**config.mk**
```make
export PLATFORM = sky130hd
export DESIGN_NAME = plru_tracker
export DESIGN_NICKNAME = d
export VERILOG_FILES = /design/src/rtl/plru_pkg.sv /design/src/rtl/plru_tree_update.sv /design/src/rtl/plru_victim_pick.sv /design/src/rtl/plru_tracker.sv
export SDC_FILE = /design/constraint.sdc
export NUM_CORES = 1
export LEC_CHECK = 0
export CORE_MARGIN = 2
export CORE_UTILIZATION = 50
export DETAILED_ROUTE_END_ITERATION = 8
export GPL_ROUTABILITY_DRIVEN = 0
export HOLD_SLACK_MARGIN = 0.05
export PLACE_DENSITY = 0.74
export SLEW_MARGIN = 20
export SYNTH_ARGS = -nofsm -noshare
export SYNTH_HDL_FRONTEND = slang
export SYNTH_SLANG_ARGS = --single-unit
```
**constraint.sdc**
```tcl
create_clock -name clk -period 1.9 [get_ports clk]
set_input_delay 0.38 -clock clk [delete_from_list [all_inputs] [get_ports clk]]
set_output_delay 0.38 -clock clk [all_outputs]
set_load 0.005 [all_outputs]
```
**src/rtl/plru_pkg.sv**
```systemverilog
package plru_pkg;
  localparam int WAYS  = 4;
  localparam int WAY_W = $clog2(WAYS);
  localparam int TREE_BITS = WAYS - 1;

  typedef logic [WAY_W-1:0]     way_t;
  // bit 0: root, bit 1: upper half (ways 2,3), bit 2: lower half (ways 0,1)
  typedef logic [TREE_BITS-1:0] tree_t;

  localparam int ROOT_BIT = 0;
  localparam int HI_BIT   = 1;
  localparam int LO_BIT   = 2;
endpackage

```
**src/rtl/plru_tree_update.sv**
```systemverilog
module plru_tree_update
  import plru_pkg::*;
(
  input  tree_t cur_tree,
  input  way_t  way,
  output tree_t nxt_tree
);
  always_comb begin
    nxt_tree           = cur_tree;
    nxt_tree[ROOT_BIT] = way[1];
    if (way[1]) nxt_tree[HI_BIT] = way[0];
    else        nxt_tree[LO_BIT] = way[0];
  end
endmodule

```
**src/rtl/plru_victim_pick.sv**
```systemverilog
module plru_victim_pick
  import plru_pkg::*;
(
  input  tree_t tree,
  output way_t  victim
);
  logic half;
  always_comb begin
    half   = ~tree[ROOT_BIT];
    victim = {half, half ? ~tree[HI_BIT] : ~tree[LO_BIT]};
  end
endmodule

```
**src/rtl/plru_tracker.sv**
```systemverilog
module plru_tracker
  import plru_pkg::*;
#(
  parameter  int NUM_SETS = 8,
  localparam int SET_W    = (NUM_SETS > 1) ? $clog2(NUM_SETS) : 1
) (
  input  logic             clk,
  input  logic             rst_n,
  input  logic             acc_valid,
  input  logic [SET_W-1:0] acc_set,
  input  logic [1:0]       acc_way,
  input  logic [SET_W-1:0] qry_set,
  output logic [1:0]       victim_way
);
  tree_t tree_q [NUM_SETS];
  tree_t acc_tree, acc_tree_nxt, qry_tree;

  // read the tree of the accessed set and of the queried set
  always_comb begin
    acc_tree = '0;
    qry_tree = '0;
    for (int i = 0; i < NUM_SETS; i++) begin
      if (acc_set == SET_W'(i)) acc_tree = tree_q[i];
      if (qry_set == SET_W'(i)) qry_tree = tree_q[i];
    end
  end

  plru_tree_update u_upd (
    .cur_tree (acc_tree),
    .way      (way_t'(acc_way)),
    .nxt_tree (acc_tree_nxt)
  );

  generate
    for (genvar s = 0; s < NUM_SETS; s++) begin : g_set
      logic wr_en;
      assign wr_en = acc_valid && (acc_set == SET_W'(s));
      always_ff @(posedge clk) begin
        if (!rst_n)     tree_q[s] <= '0;
        else if (wr_en) tree_q[s] <= acc_tree_nxt;
      end
    end
  endgenerate

  way_t victim_w;
  plru_victim_pick u_pick (
    .tree   (qry_tree),
    .victim (victim_w)
  );
  assign victim_way = victim_w;
endmodule

```
==> reports/metrics.csv, run 1 <==
stage;metric;value;unit
run_status;status;finished with violations;
run_status;violations;negative setup slack;
clock_tree;clk_pin_slew;0.11;ns
detailed_routing;drtIter0Drc;43;
clock_tree;numClockSinks;24;
clock_tree;cts_buffer_depth;2;
die;initial_core_util;54.2;%
setup_path;worst_r2r_endpoint;tree_q[1][7];
clock_tree;cts_tree;yes;
grt;grt_pass1_vias;1157;
setup_path;arrival;1.88;ns
setup_path;cp_max_fo;4;
timing;timing.fmax;442;MHz
grt;grt_start_max_net_pins;13;
setup_path;rr_worst_depth;4;
worst_hold_path;hp-start;tree_q[1][11];
die;row_count;18;
grt;grt_use_met1;28.9;%
setup_path;slowest_delay;0.52;ns
synthesis;yosys_warnings;0;
clock_tree;cts-htree-levels;1;
setup_path;r2r-start;tree_q[1][4];
timing;setup_tns;-0.686;ns
timing;worst_slack;-0.362;ns
timing;rsz0062_at_grt;yes;
die;die_w;56.3;um
setup_path;crit_chain;mux4_2 -> nor2_4 -> buf_6 -> nor4b_2 -> nor4_2 -> buf_2;
synthesis;syn-cell-area;0.00137;mm^2
synthesis;syn-num-nets;131;
clock_tree;cts_hold_buf;0;
die;core;0.00252;mm^2
synthesis;ys_types;29;
grt;grt_overflow;0;
setup_path;start_kind;flip-flop;
synthesis;ys_seq_area_share;52.7;%
timing;period_minus_slack;2.26;ns
clock_tree;cts_root_buf;clkbuf_4;
power;peakVddDrop;0.674;mV
grt;grt_pass1_wl;5.50;mm
power;total_power;0.00108;W
detailed_routing;drt-total-wl;3.32;mm
layout;diodes;0;
layout;drive_gt1_share;29.6;%
grt;grt.busiest_layer;met2;
detailed_routing;wire_per_inst;17.3;um
layout;area_growth;30.2;%
detailed_routing;drcViolationCount;0;
timing;skew;0.00311;ns
grt;grt_usage;23.4;%
timing;hold_viol_final;0;
worst_hold_path;holdCritPathClass;flip-flop to flip-flop;
die;dieArea;0.00317;mm^2
timing;relSlewSlack;70.2;%
worst_hold_path;hold_depth;3;
layout;largest_reg_flops;24;
grt;antenna_found_initial;0;
layout;fin_nets;175;
synthesis;syn_inst;120;
timing;finalCritPeriodShare;119;%
die;fp.dieH;56.3;um
detailed_routing;ant_nets;0;
die;boundaryPins;13;
timing;slew_viol_final;0;
clock_tree;insertion_delay;0.31;ns
placement;dp_hpwl;2.58;mm
setup_path;cp_slowest_cell;mux4_2;
timing;setup_violations;2;
clock_tree;cts_buffers;3;
placement;port-buffer-count;12;
run;maxCapViolCount;0;
power;power_density;608;mW/mm^2
layout;finish.utilization;70.5;%
placement;placed_area;0.00171;mm^2
timing;worst_pin_slew;0.446;ns
detailed_routing;dr.pass1.iters;4;
setup_path;ff2ff_setup_slack;0.25;ns
setup_path;crit_type;flip-flop to output pin;
layout;final_cell_area;0.00178;mm^2
grt;met3_usage;5.07;%
detailed_routing;vias;1140;
layout;regMostFlops;tree_q;
synthesis;ys_ff_latch;24;
layout;reg.largest.list;tree_q x24;
synthesis;postSynthAreaPerCell;11.4;um^2
power;power.leakage;0.732;nW
worst_hold_path;hold_end;tree_q[1][11];
detailed_routing;vias_per_cell;5.94;
setup_path;critPathCaptureType;output pin;
setup_path;required;1.52;ns
grt;use_met2;38.5;%
[cell usage in the layout, fill, tap and decap left out]
cell type        Yosys  layout
o21ai_0              7       6
buf_2                2       3
mux4_2               7       7
o211a_1              1       1
nor3b_1              1       1
dlygate4sd2_1        0       2
a21oi_1              2       2
mux2i_1              8       8
clkinv_1             1       1
o21ai_1              0       1
nand2_1             11      11
nor2_1              29      29
nand2b_1             3       3
buf_4                1      28
clkdlybuf4s15_1      0       1
and3_1               1       1
nor4b_2              0       1
o311a_1              1       1
dlymetal6s2s_1       0       1
nor4_2               0       1
buf_6                1       4
a21o_1               1       1
o31a_1               1       1
a2111oi_1            0       1
nor2b_1              3       3
a2bb2oi_1            1       1
clkdlybuf4s50_1      0       6
nand3_1              3       3
edfxtp_1            24      24
nor2_4               0       1
a211o_1              1       1
clkbuf_4             0       3
inv_1                2       2
o31ai_1              2       2
[Yosys cell counts]
| cell type | instances | area [um^2] |
|---|---|---|
| a2111oi_0 | 1 | 8.76 |
| a211o_1 | 1 | 8.76 |
| a21o_1 | 1 | 7.51 |
| a21oi_1 | 2 | 10.0 |
| a2bb2oi_1 | 1 | 8.76 |
| and3_1 | 1 | 6.26 |
| buf_2 | 2 | 10.0 |
| buf_4 | 1 | 7.51 |
| buf_6 | 1 | 11.3 |
| clkbuf_1 | 2 | 7.51 |
| clkinv_1 | 1 | 3.75 |
| edfxtp_1 | 24 | 721 |
| inv_1 | 2 | 7.51 |
| mux2i_1 | 8 | 80.1 |
| mux4_2 | 7 | 158 |
| nand2_1 | 11 | 41.3 |
| nand2b_1 | 3 | 18.8 |
| nand3_1 | 3 | 15.0 |
| nor2_1 | 29 | 109 |
| nor2_2 | 1 | 6.26 |
| nor2b_1 | 3 | 18.8 |
| nor3b_1 | 1 | 7.51 |
| nor4_1 | 1 | 6.26 |
| nor4b_1 | 1 | 8.76 |
| o211a_1 | 1 | 10.0 |
| o21ai_0 | 7 | 35.0 |
| o311a_1 | 1 | 10.0 |
| o31a_1 | 1 | 8.76 |
| o31ai_1 | 2 | 15.0 |
[per-layer routing]
layer / wire length, um / part of all wire [%]
met5: 0 / 0
met4: 116 / 3.5
met3: 177 / 5.3
met2: 1680 / 50
met1: 1350 / 41
[kinds of logic after synthesis]
logic type	after synthesis	share of synthesized area, %
AND/OR/NAND/NOR	54	17.4
flip-flops	24	52.7
AO/OA/AOI/OAI	18	8.97
multiplexers	15	17.4
buffers and inverters	9	3.48
[how the worst max path moves through the flow]
stage / from / to / slack, ns / depth (start not counted)
after floorplan: qry_set[1] / victim_way[0] / 0.009 / 5
after global placement: qry_set[1] / victim_way[0] / -0.97 / 6
after detailed placement: qry_set[1] / victim_way[0] / -1.0 / 6
after CTS: tree_q[1][6] / victim_way[0] / -0.34 / 6
after global routing: tree_q[1][6] / victim_way[0] / -0.44 / 6
final: tree_q[1][6] / victim_way[0] / -0.36 / 6
[layout make-up]
cell class | instances | area, um^2
clock buffer | 3 | 22.5
fill | 187 | 743
inverter | 3 | 11.3
multi-input combinational | 87 | 617
sequential | 24 | 721
tap | 30 | 37.5
timing repair buffer | 45 | 370
[report_power, final]
part / switching (W) / internal (W) / leakage [nW] / total [W]
Sequential: 0.0000166 / 0.000611 / 0.244 / 0.000627
Combinational: 0.000111 / 0.000130 / 0.474 / 0.000241
Clock: 0.000140 / 0.0000743 / 0.0138 / 0.000214
Total: 0.000267 / 0.000815 / 0.732 / 0.00108
[per-stage QoR]
stage | instances | hold WS [ns] | setup slack [ns]
after floorplan | 120 | 0.566 | 0.00902
after global placement | 184 | 0.686 | -0.970
after detailed placement | 184 | 0.735 | -0.996
after CTS | 190 | 0.767 | -0.339
after global routing | 192 | 0.826 | -0.439
final | 192 | 0.776 | -0.362
[critical path: cells and delay by family, from the launching register on]
| family | cells | cell delay [ns] |
|---|---|---|
| multiplexers | 1 | 0.52 |
| flip-flops | 1 | 0.44 |
| AND/OR/NAND/NOR | 3 | 0.34 |
| buffers and inverters | 2 | 0.27 |
[timing repair]
item | in CTS | in global routing
pin swaps | 4 | 2
endpoints found under the setup margin | 16 | 16
gates resized for setup | 19 | 1
setup buffers | 3 | 1
cloned | 0 | 1
Note: power is estimated with default switching activity, not from simulation.
==> inputs of run 2 (changes only) <==
--- a/config.mk
+++ b/config.mk
@@ -11,7 +11,7 @@
 export GPL_ROUTABILITY_DRIVEN = 0
 export HOLD_SLACK_MARGIN = 0.05
 export PLACE_DENSITY = 0.74
-export SLEW_MARGIN = 20
 export SYNTH_ARGS = -nofsm -noshare
 export SYNTH_HDL_FRONTEND = slang
 export SYNTH_SLANG_ARGS = --single-unit
+export TNS_END_PERCENT = 20
==> results of run 2 <==
Final layout, timing and power as in run 1 (identical DEF).
